<file path="config.mk">
export PLATFORM = sky130hd
export DESIGN_NAME = e3_line_encoder
export DESIGN_NICKNAME = d
export VERILOG_FILES = /design/src/rtl/e3_enc_pkg.sv /design/src/rtl/e3_lookahead.sv /design/src/rtl/e3_pulse_gen.sv /design/src/rtl/e3_edge_launch.sv /design/src/rtl/e3_line_encoder.sv
export SDC_FILE = /design/constraint.sdc
export NUM_CORES = 1
export LEC_CHECK = 0
export ABC_AREA = 1
export ABC_CLOCK_PERIOD_IN_PS = 1650
export BUFFER_PORTS_ARGS = -buffer_cell sky130_fd_sc_hd__buf_2
export CELL_PAD_IN_SITES_DETAIL_PLACEMENT = 0
export CELL_PAD_IN_SITES_GLOBAL_PLACEMENT = 1
export CORE_MARGIN = 4
export CORE_UTILIZATION = 41
export CTS_BUF_LIST = sky130_fd_sc_hd__clkbuf_16
export CTS_CLUSTER_DIAMETER = 200
export DETAILED_ROUTE_END_ITERATION = 8
export GPL_ROUTABILITY_DRIVEN = 0
export MAX_ROUTING_LAYER = met4
export PLACE_DENSITY = 0.81
export SLEW_MARGIN = 5
export SYNTH_ARGS = -nofsm -noshare
export SYNTH_HDL_FRONTEND = slang
export SYNTH_SLANG_ARGS = --single-unit
</file>
<file path="constraint.sdc">
create_clock -name clk -period 1.65 [get_ports clk]
set_clock_uncertainty 0.05 [all_clocks]
set_input_delay 0.165 -clock clk [delete_from_list [all_inputs] [get_ports clk]]
set_output_delay 0.165 -clock clk [all_outputs]
set_load 0.02 [all_outputs]
</file>
<file path="src/rtl/e3_enc_pkg.sv">
package e3_enc_pkg;

  typedef enum logic [1:0] {
    MODE_UNI  = 2'd0,
    MODE_AMI  = 2'd1,
    MODE_HDB3 = 2'd2
  } line_mode_t;

  // One look-ahead slot: occupied flag, data bit, violation tag
  typedef struct packed {
    logic vld;
    logic dat;
    logic vtag;
  } la_slot_t;

  function automatic line_mode_t decode_mode(input logic uni, input logic ami);
    if (uni)      return MODE_UNI;
    else if (ami) return MODE_AMI;
    else          return MODE_HDB3;
  endfunction

endpackage

</file>
<file path="src/rtl/e3_lookahead.sv">
module e3_lookahead
  import e3_enc_pkg::*;
#(
  parameter int DEPTH = 4
) (
  input  logic clk,
  input  logic rst_n,
  input  logic din,
  input  logic sub_en,
  output logic head_vld,
  output logic head_dat,
  output logic head_vtag,
  output logic run_hit
);

  la_slot_t slot_q [DEPTH];
  la_slot_t slot_d [DEPTH];

  // A full window of untagged zeros starts a substitution at the head
  always_comb begin
    run_hit = sub_en;
    for (int i = 0; i < DEPTH; i++) begin
      run_hit = run_hit & slot_q[i].vld & ~slot_q[i].dat & ~slot_q[i].vtag;
    end
  end

  always_comb begin
    slot_d[0] = '{vld: 1'b1, dat: din, vtag: 1'b0};
    for (int i = 1; i < DEPTH; i++) begin
      slot_d[i] = slot_q[i-1];
    end
    // newest zero of the detected run becomes the violation slot
    if (run_hit) slot_d[1].vtag = 1'b1;
  end

  generate
    for (genvar g = 0; g < DEPTH; g++) begin : g_slot
      always_ff @(posedge clk or negedge rst_n) begin
        if (!rst_n) slot_q[g] <= '0;
        else        slot_q[g] <= slot_d[g];
      end
    end
  endgenerate

  assign head_vld  = slot_q[DEPTH-1].vld;
  assign head_dat  = slot_q[DEPTH-1].dat;
  assign head_vtag = slot_q[DEPTH-1].vtag;


  tag_after_run_chk: assert property (@(posedge clk) disable iff (!rst_n)
    run_hit |=> slot_q[1].vtag);

endmodule

</file>
<file path="src/rtl/e3_pulse_gen.sv">
module e3_pulse_gen
  import e3_enc_pkg::*;
(
  input  logic       clk,
  input  logic       rst_n,
  input  line_mode_t mode,
  input  logic       head_vld,
  input  logic       head_dat,
  input  logic       head_vtag,
  input  logic       run_hit,
  output logic       enc_pos,
  output logic       enc_neg
);

  logic last_pos_q, last_pos_d;   // polarity of last emitted pulse (1 = positive)
  logic par_q, par_d;             // odd count of pulses since last violation
  logic pos_q, pos_d, neg_q, neg_d;
  logic mark;

  assign mark = head_vld & head_dat;

  always_comb begin
    pos_d      = 1'b0;
    neg_d      = 1'b0;
    last_pos_d = last_pos_q;
    par_d      = par_q;
    unique case (mode)
      MODE_UNI: begin
        pos_d = mark;
      end
      MODE_AMI: begin
        if (mark) begin
          pos_d      = ~last_pos_q;
          neg_d      = last_pos_q;
          last_pos_d = ~last_pos_q;
        end
      end
      default: begin
        if (head_vtag) begin
          pos_d = last_pos_q;
          neg_d = ~last_pos_q;
          par_d = 1'b0;
        end else if ((run_hit & ~par_q) | mark) begin
          pos_d      = ~last_pos_q;
          neg_d      = last_pos_q;
          last_pos_d = ~last_pos_q;
          par_d      = ~par_q;
        end
      end
    endcase
  end

  always_ff @(posedge clk or negedge rst_n) begin
    if (!rst_n) begin
      last_pos_q <= 1'b0;
      par_q      <= 1'b0;
      pos_q      <= 1'b0;
      neg_q      <= 1'b0;
    end else begin
      last_pos_q <= last_pos_d;
      par_q      <= par_d;
      pos_q      <= pos_d;
      neg_q      <= neg_d;
    end
  end

  assign enc_pos = pos_q;
  assign enc_neg = neg_q;


  uni_neg_low_chk: assert property (@(posedge clk) disable iff (!rst_n)
    (mode == MODE_UNI) |=> !neg_q);


  ami_mark_chk: assert property (@(posedge clk) disable iff (!rst_n)
    (mode == MODE_AMI && head_vld) |=> ((pos_q | neg_q) == $past(head_dat)));


  hdb3_viol_pol_chk: assert property (@(posedge clk) disable iff (!rst_n)
    (mode == MODE_HDB3 && head_vtag) |=> (pos_q == $past(last_pos_q)) && (neg_q != pos_q));

endmodule

</file>
<file path="src/rtl/e3_edge_launch.sv">
module e3_edge_launch (
  input  logic clk,
  input  logic rst_n,
  input  logic fall_sel,
  input  logic pos_in,
  input  logic neg_in,
  output logic pos_out,
  output logic neg_out
);

  logic pos_fq, neg_fq;

  // retime rising-edge rails onto the falling edge
  always_ff @(negedge clk or negedge rst_n) begin
    if (!rst_n) begin
      pos_fq <= 1'b0;
      neg_fq <= 1'b0;
    end else begin
      pos_fq <= pos_in;
      neg_fq <= neg_in;
    end
  end

  assign pos_out = fall_sel ? pos_fq : pos_in;
  assign neg_out = fall_sel ? neg_fq : neg_in;


  no_dual_rail_chk: assert property (@(posedge clk) disable iff (!rst_n)
    !(pos_out && neg_out));

endmodule

</file>
<file path="src/rtl/e3_line_encoder.sv">
module e3_line_encoder
  import e3_enc_pkg::*;
#(
  parameter int RUN_LEN = 4
) (
  input  logic clk,
  input  logic rst_n,
  input  logic tx_data,
  input  logic cfg_unipolar,
  input  logic cfg_ami,
  input  logic cfg_fall_edge,
  output logic line_pos,
  output logic line_neg
);

  localparam int LA_DEPTH = RUN_LEN;

  line_mode_t mode;
  logic head_vld, head_dat, head_vtag, run_hit;
  logic enc_pos, enc_neg;

  assign mode = decode_mode(cfg_unipolar, cfg_ami);

  e3_lookahead #(.DEPTH(LA_DEPTH)) u_lookahead (
    .clk       (clk),
    .rst_n     (rst_n),
    .din       (tx_data),
    .sub_en    (mode == MODE_HDB3),
    .head_vld  (head_vld),
    .head_dat  (head_dat),
    .head_vtag (head_vtag),
    .run_hit   (run_hit)
  );

  e3_pulse_gen u_pulse_gen (
    .clk       (clk),
    .rst_n     (rst_n),
    .mode      (mode),
    .head_vld  (head_vld),
    .head_dat  (head_dat),
    .head_vtag (head_vtag),
    .run_hit   (run_hit),
    .enc_pos   (enc_pos),
    .enc_neg   (enc_neg)
  );

  e3_edge_launch u_edge_launch (
    .clk      (clk),
    .rst_n    (rst_n),
    .fall_sel (cfg_fall_edge),
    .pos_in   (enc_pos),
    .neg_in   (enc_neg),
    .pos_out  (line_pos),
    .neg_out  (line_neg)
  );

endmodule

</file>
==> results.sh, run 1 <==
export IMPL_outcome="finished with violations"
export IMPL_violations="negative setup slack"
export IMPL_layout_common_cells="15 x dfrtp_1, 9 x nand2_1, 8 x nor2_1"
export IMPL_wirelength_um=1120
export IMPL_drtIter0Drc=7
export IMPL_syn_to_final_growth_pct=26.7
export IMPL_placed_cells=90
export IMPL_p_leak_nw=0.443
export IMPL_critPathTopFamily="flip-flops"
export IMPL_die_w_um=48.7
export IMPL_ir_worst_vdd_uv=709
export IMPL_cts_tree="done"
export IMPL_seq_area_um2=425
export IMPL_wire_per_inst_um=11.6
export IMPL_fin_cells=96
export IMPL_worst_slack_ns=-0.378
export IMPL_antenna_found_initial=0
export IMPL_slew_violations=0
export IMPL_ant_nets=0
export IMPL_rsz0062_at_grt="true"
export IMPL_cp_max_fo=1
export IMPL_tns_ns=-0.753
export IMPL_cts_sinks=17
export IMPL_synthesis_area_um2=681
export IMPL_clkLatencyLatePin_ns=0.25
export IMPL_dr_pass1_iters=4
export IMPL_ys_seq_elements=17
export IMPL_root_buffer="clkbuf_16"
export IMPL_crit_buf_inv=1
export IMPL_syn_nets=72
export IMPL_grt_pass1_wl_um=1990
export IMPL_layout_cells_most_common="dfrtp_1"
export IMPL_num_vias=480
export IMPL_n_antenna_cell=0
export IMPL_finalHoldViolCount=0
export IMPL_hold_class="in -> reg"
export IMPL_critical_path_class="reg -> out"
export IMPL_dpl_worst_slack_ns=-0.109
export IMPL_clockBufferDepth=2
export IMPL_synth_avg_cell_area_um2=10.3
export IMPL_cp_slowest_cell="dfrtn_1"
export IMPL_critPathLaunchType="flop"
export IMPL_cp_end_kind="primary output"
export IMPL_start_util_pct=44.2
export IMPL_die_h_um=48.7
export IMPL_core_area_mm2=0.00154
export IMPL_synth_distinct_cells=23
export IMPL_cp_data_required_time_ns=1.43
export IMPL_cap_violations=0
export IMPL_boundaryPins=8
export IMPL_drive_gt1_share_pct=27.5
export IMPL_die_area_mm2=0.00238
export IMPL_p_per_area_mw_per_mm2=1200
export IMPL_cts_reportedPaths_clkPinSlew_ns=0.05
export IMPL_ys_seq_area_share_pct=62.5
export IMPL_grtUsageTotal_pct=11.5
export IMPL_finalPower_mw=1.04
export IMPL_synthCells=66
export IMPL_fillers=156
export IMPL_vias_per_cell=5.00
export IMPL_drc_errors=0
export IMPL_worstPathCellList="mux2_4, buf_6"
export IMPL_htreeDepth=1
export IMPL_cp_arrival_ns=1.81
export IMPL_ys_warn_count=0
export IMPL_grt_pass1_vias=473
export IMPL_setup_viol=2
export IMPL_final_nets=87
export IMPL_cpPeakStageDelay_ns=0.33
export IMPL_row_count=14
export IMPL_multiInputGateArea_um2=231
export IMPL_portBuffers=7
export IMPL_dp_hpwl_um=832
export IMPL_cts_inserted_buffers=3
export IMPL_grt_max_degree=16
export IMPL_grt_ovfl_total=0
==> sequential cells by signal (all words and copies together) (netlist names) <==
signal / flops
u_pulse_gen.last_pos_q: 1
u_edge_launch.neg_fq: 1
u_pulse_gen.par_q: 1
u_lookahead.head_vld: 1
u_pulse_gen.enc_neg: 1
u_lookahead.slot_d: 8
u_pulse_gen.enc_pos: 1
u_edge_launch.pos_fq: 1
u_lookahead.head_dat: 1
u_lookahead.head_vtag: 1
==> final timing paths <==
path	start	to	slack, ns	cells after the start
hold / removal	cfg_unipolar	u_pulse_gen.enc_neg	0.18	4
setup reg to reg	u_pulse_gen.enc_neg	u_edge_launch.neg_fq	0.28	0
max in group asynchronous	rst_n	u_edge_launch.neg_fq	0.55	2
setup / recovery	u_edge_launch.neg_fq	line_neg	-0.38	2
min in group asynchronous	rst_n	u_pulse_gen.par_q	0.37	3
hold reg to reg	u_lookahead.slot_d[0]	u_lookahead.head_vtag	0.34	0
==> report_power, final <==
group	total, mW	switching [mW]	internal, mW
registers	0.467	0.0195	0.448
clock network	0.470	0.149	0.321
logic	0.101	0.0575	0.0434
total	1.04	0.226	0.812
==> Yosys cell counts (all sizes together) <==
| library cell | instances | area [um2] |
|---|---|---|
| nand3 | 5 | 30.0 |
| nand4 | 1 | 6.26 |
| nor2 | 11 | 48.8 |
| nor4 | 2 | 12.5 |
| a21oi | 2 | 13.8 |
| o211ai | 1 | 7.51 |
| clkinv | 1 | 5.00 |
| mux2 | 2 | 22.5 |
| nand2 | 11 | 46.3 |
| nand3b | 1 | 7.51 |
| and3 | 1 | 6.26 |
| dfrtp | 15 | 375 |
| o21ai | 1 | 5.00 |
| conb | 1 | 3.75 |
| or2 | 1 | 6.26 |
| dfrtn | 2 | 50.1 |
| a211oi | 1 | 7.51 |
| inv | 7 | 26.3 |
==> metrics by stage <==
stage / area, um2 / utilization (%) / hold WS [ns]
after detailed placement: 751 / 48.7 / 0.109
after global placement: 751 / 48.7 / 0.115
after CTS: 862 / 55.9 / 0.179
after global routing: 862 / 55.9 / 0.193
final: 862 / 55.9 / 0.183
after floorplan: 688 / - / -0.181
==> what timing repair did <==
action / CTS / global route
hold endpoints to repair: 16 / 0
endpoints found under the setup margin: 2 / 2
gates resized for setup: 4 / 0
setup buffers: 0 / 0
hold buffers: 2 / 0
==> cells by family after synthesis <==
| logic type | count (synthesis) | synth area share [%] |
|---|---|---|
| DFF | 17 | 62.5 |
| AOI/OAI and AO/OA | 5 | 4.96 |
| buffers and inverters | 8 | 4.59 |
| other | 1 | 0.551 |
| and+or+nand+nor | 33 | 24.1 |
| muxes | 2 | 3.31 |
==> cell type report <==
type	instances	share of cell area (%)
Clock buffer	3	8.71
Clock inverter	1	0.435
Inverter	8	3.63
Tap cell	16	2.32
Timing Repair Buffer	10	8.71
Multi-Input combinational cell	41	26.9
Sequential cell	17	49.3
==> layer usage <==
layer	global-route usage, %	up-vias	part of all wire, %
li1	-	242	-
met1	13.6	222	42
met2	15.9	11	48
met3	3.99	5	6.2
met4	8.52	0	3.5
met5	-	-	0
No activity file was read; power rests on OpenSTA's default activity.
==> run 2, diff against run 1 <==
CELL_PAD_IN_SITES_DETAIL_PLACEMENT = 1   (was 0)
==> results.sh, run 2 (synthesized netlist as in run 1, its figures left out) <==
export IMPL_outcome="finished with violations"
export IMPL_violations="negative setup slack"
export IMPL_slew_violations=0
export IMPL_cp_max_fo=1
export IMPL_p_leak_nw=0.442
export IMPL_worst_slack_ns=-0.390
export IMPL_ant_nets=0
export IMPL_row_count=14
export IMPL_rr_startpoint="u_pulse_gen.enc_pos"
export IMPL_fin_util_pct=56.0
export IMPL_cts_sinks=17
export IMPL_cp_endpoint="line_neg"
export IMPL_final_nets=87
export IMPL_start_util_pct=44.2
export IMPL_grt_max_degree=16
export IMPL_r2r_cells=0
export IMPL_setup_viol=2
export IMPL_clkLatencyLatePin_ns=0.25
export IMPL_grt_pass1_wl_um=2820
export IMPL_layout_common_cells="15 x dfrtp_1, 9 x nand2_1, 8 x nor2_1"
export IMPL_antenna_found_initial=0
export IMPL_critPathTopFamily="flip-flops"
export IMPL_placed_area_um2=751
export IMPL_boundaryPins=8
export IMPL_clockBufferDepth=2
export IMPL_htreeDepth=1
export IMPL_num_vias=508
export IMPL_p_per_area_mw_per_mm2=1230
export IMPL_wirelength_um=1490
export IMPL_syn_to_final_growth_pct=26.8
export IMPL_design_area_um2=863
export IMPL_finalPower_mw=1.06
export IMPL_critical_path_class="reg -> out"
export IMPL_regToRegEndpoint="u_edge_launch.pos_fq"
export IMPL_grt_pass1_vias=580
export IMPL_rsz0062_at_grt="true"
export IMPL_ir_worst_vdd_uv=694
export IMPL_critPathLaunch="u_edge_launch.neg_fq"
export IMPL_grt_ovfl_total=0
export IMPL_dp_hpwl_um=987
export IMPL_cts_setup_buffers=0
export IMPL_r2r_setup_slack_ns=0.26
export IMPL_dr_pass1_iters=4
export IMPL_cpPeakStageDelay_ns=0.33
export IMPL_crit_cells=2
export IMPL_die_w_um=48.7
export IMPL_die_area_mm2=0.00238
export IMPL_root_buffer="clkbuf_16"
export IMPL_drc_errors=0
export IMPL_drtIter0Drc=4
export IMPL_cp_end_kind="primary output"
export IMPL_die_h_um=48.7
export IMPL_n_antenna_cell=0
export IMPL_largest_reg_flops=8
export IMPL_portBuffers=7
export IMPL_cp_arrival_ns=1.83
export IMPL_layout_cells_most_common="dfrtp_1"
export IMPL_crit_buf_inv=1
export IMPL_vias_per_cell=5.29
export IMPL_hold_class="in -> reg"
export IMPL_grtUsageTotal_pct=16.6
export IMPL_cap_violations=0
export IMPL_cts_tree="done"
export IMPL_cts_inserted_buffers=3
export IMPL_cp_data_required_time_ns=1.43
export IMPL_core_area_mm2=0.00154
export IMPL_cts_reportedPaths_clkPinSlew_ns=0.05
export IMPL_critPathLaunchType="flop"
export IMPL_dpl_worst_slack_ns=-0.119
export IMPL_worstPathCellList="mux2_4, buf_6"
export IMPL_wire_per_inst_um=15.6
export IMPL_finalHoldViolCount=0
export IMPL_drive_gt1_share_pct=28.7
export IMPL_cp_slowest_cell="dfrtn_1"
[run 2: stage by stage]
stage                     setup TNS, ns  cells  hold WS, ns
after floorplan                       0     66       -0.181
after detailed placement         -0.219     90        0.112
final                            -0.763     96        0.212
after global routing             -0.841     96        0.249
after global placement           -0.184     90        0.115
after CTS                        -0.783     96        0.208
[run 2: worst min-delay path by stage]
stage | cells past startpoint | start | slack, ns | to
floorplan | 0 | rst_n | -0.18 | u_lookahead.head_dat
global placement | 2 | rst_n | 0.11 | u_lookahead.head_vtag
detailed placement | 2 | rst_n | 0.11 | u_lookahead.head_vtag
CTS | 4 | cfg_unipolar | 0.21 | u_pulse_gen.enc_neg
global route | 3 | cfg_ami | 0.25 | u_lookahead.slot_d[3]
finish | 4 | cfg_unipolar | 0.21 | u_pulse_gen.enc_neg
[run 2: metal layers]
layer / share of wire, % / GRT usage [%]
met4: 2.8 / 9.42
met3: 4.1 / 4.91
met2: 53 / 27.4
met5: 0 / -
met1: 40 / 17.5
[run 2: what timing repair did]
item	4_1_cts	5_1_grt
setup endpoints to repair	2	2
gates cloned	0	0
hold buffers	2	0
hold endpoints to repair	16	0
resized for setup	4	0
[run 2: final cells by class]
class	instances	area (um2)
clock buffers	3	75.1
fillers	171	678
repair buffers	10	75.1
multi-input cells	41	231
well taps	16	20.0
inverters	8	31.3
flip-flops and latches	17	425
clock inverters	1	5.00
[run 2: power by group]
group / internal, mW / switching, mW / leakage (nW)
Sequential: 0.447 / 0.0194 / 0.212
Combinational: 0.0435 / 0.0649 / 0.189
Clock: 0.324 / 0.161 / 0.0409
==> run 3, diff against run 2 <==
CELL_PAD_IN_SITES_DETAIL_PLACEMENT = unset   (was 1)
CELL_PAD_IN_SITES_GLOBAL_PLACEMENT = unset   (was 1)
CORE_AREA = 4 4 41 43   (was unset)
CORE_MARGIN = unset   (was 4)
CORE_UTILIZATION = unset   (was 41)
CTS_CLUSTER_SIZE = 12   (was unset)
DIE_AREA = 0 0 45 47   (was unset)
PLACE_DENSITY = 0.79   (was 0.81)
==> results.sh, run 3 (synthesized netlist as in run 1, its figures left out) <==
export IMPL_p_leak_nw=0.442
export IMPL_top_layer_used="met4"
export IMPL_cts_setup_buffers=0
export IMPL_row_count=13
export IMPL_cts_sinks=17
export IMPL_hold_ws_ns=0.184
export IMPL_drive_gt1_share_pct=28.7
export IMPL_violations="negative setup slack"
export IMPL_syn_to_final_growth_pct=26.7
export IMPL_cp_end_kind="primary output"
export IMPL_die_w_um=45
export IMPL_cap_violations=0
export IMPL_die_h_um=47
export IMPL_ant_nets=0
export IMPL_finalPower_mw=1.04
export IMPL_antenna_found_initial=0
export IMPL_critical_path_class="reg -> out"
export IMPL_root_buffer="clkbuf_16"
export IMPL_wl_met3_um=69
export IMPL_dp_hpwl_um=834
export IMPL_design_area_um2=862
export IMPL_p_per_area_mw_per_mm2=1210
export IMPL_cts_inserted_buffers=3
export IMPL_dr_pass1_iters=4
export IMPL_critPathLaunchType="flop"
export IMPL_tns_ns=-0.737
export IMPL_cp_max_fo=1
export IMPL_num_vias=483
export IMPL_grt_pass1_vias=443
export IMPL_grt_max_degree=16
export IMPL_cts_tree="done"
export IMPL_finalHoldViolCount=0
export IMPL_start_util_pct=52.3
export IMPL_final_nets=87
export IMPL_clockBufferDepth=2
export IMPL_core_area_mm2=0.00130
export IMPL_htreeDepth=1
export IMPL_fillers=105
export IMPL_boundaryPins=8
export IMPL_largest_reg_flops=8
export IMPL_layout_cells_most_common="dfrtp_1"
export IMPL_fin_util_pct=66.3
export IMPL_portBuffers=7
export IMPL_ir_worst_vdd_uv=874
export IMPL_vias_per_cell=5.08
export IMPL_n_antenna_cell=0
export IMPL_grtUsageTotal_pct=14.3
export IMPL_drc_errors=0
export IMPL_cp_data_required_time_ns=1.43
export IMPL_setup_viol=2
export IMPL_wirelength_um=1150
export IMPL_cp_arrival_ns=1.81
export IMPL_hold_class="in -> reg"
export IMPL_drtIter0Drc=19
export IMPL_wire_per_inst_um=12.1
export IMPL_clkLatencyLatePin_ns=0.25
export IMPL_outcome="finished with violations"
export IMPL_met1_length_um=476
export IMPL_layout_common_cells="15 x dfrtp_1, 9 x nand2_1, 8 x nor2_1"
export IMPL_grt_ovfl_total=0
export IMPL_cts_reportedPaths_clkPinSlew_ns=0.05
export IMPL_placed_area_um2=749
export IMPL_rsz0062_at_grt="true"
export IMPL_met2_length_um=563
export IMPL_slew_violations=0
export IMPL_worst_slack_ns=-0.370
export IMPL_die_area_mm2=0.00212
export IMPL_grt_pass1_wl_um=1880
-- run 3: cell counts in the layout (fill, tap and decap cells not counted) --
No cell type changed its count.
-- run 3: path summary, 6_finish.rpt --
path | startpoint | end | slack, ns | depth (start not counted)
worst max-delay path | u_edge_launch.pos_fq | line_pos | -0.37 | 2
min in group asynchronous | rst_n | u_lookahead.head_vld | 0.38 | 3
max in group asynchronous | rst_n | u_edge_launch.neg_fq | 0.54 | 2
worst min-delay path | cfg_unipolar | u_pulse_gen.enc_pos | 0.18 | 3
worst min register to register | u_lookahead.slot_d[3] | u_lookahead.slot_d[0] | 0.34 | 0
worst max register to register | u_pulse_gen.enc_neg | u_edge_launch.neg_fq | 0.28 | 0
-- run 3: timing repair --
item                       in CTS  in global routing
setup endpoints to repair       2                  2
hold endpoints to repair       16                  0
resized for setup               4                  0
hold buffers                    2                  0
-- run 3: per-stage QoR --
step / setup WS [ns] / std cells
after floorplan: 0.0202 / 66
after global placement: -0.0910 / 89
after detailed placement: -0.0986 / 89
after CTS: -0.376 / 95
after global routing: -0.402 / 95
final: -0.370 / 95
-- run 3: metal layers --
metal / vias up / global-route usage (%)
met5: - / -
met4: 0 / 12.3
met3: 6 / 4.60
met2: 13 / 22.0
met1: 223 / 14.7
li1: 241 / -
-- run 3: worst max-delay path, stage by stage (launching register included) --
cell and delay (ns):
dfrtn_1 0.32, mux2_4 0.26, buf_6 0.13
-- run 3: final cells by class --
| type | count | area [um2] | area share [%] |
|---|---|---|---|
| Timing Repair Buffer | 10 | 75.1 | 8.71 |
| Sequential cell | 17 | 425 | 49.3 |
| Tap cell | 15 | 18.8 | 2.18 |
| Inverter | 8 | 31.3 | 3.63 |
| Clock inverter | 1 | 5.00 | 0.581 |
| Clock buffer | 3 | 75.1 | 8.71 |
| Multi-Input combinational cell | 41 | 231 | 26.9 |
-- run 3: report_power, final --
group          switching (mW)  total, mW  internal (mW)
logic                  0.0606      0.104         0.0435
clock network           0.149      0.473          0.324
registers              0.0177      0.465          0.448
total                   0.227       1.04          0.815
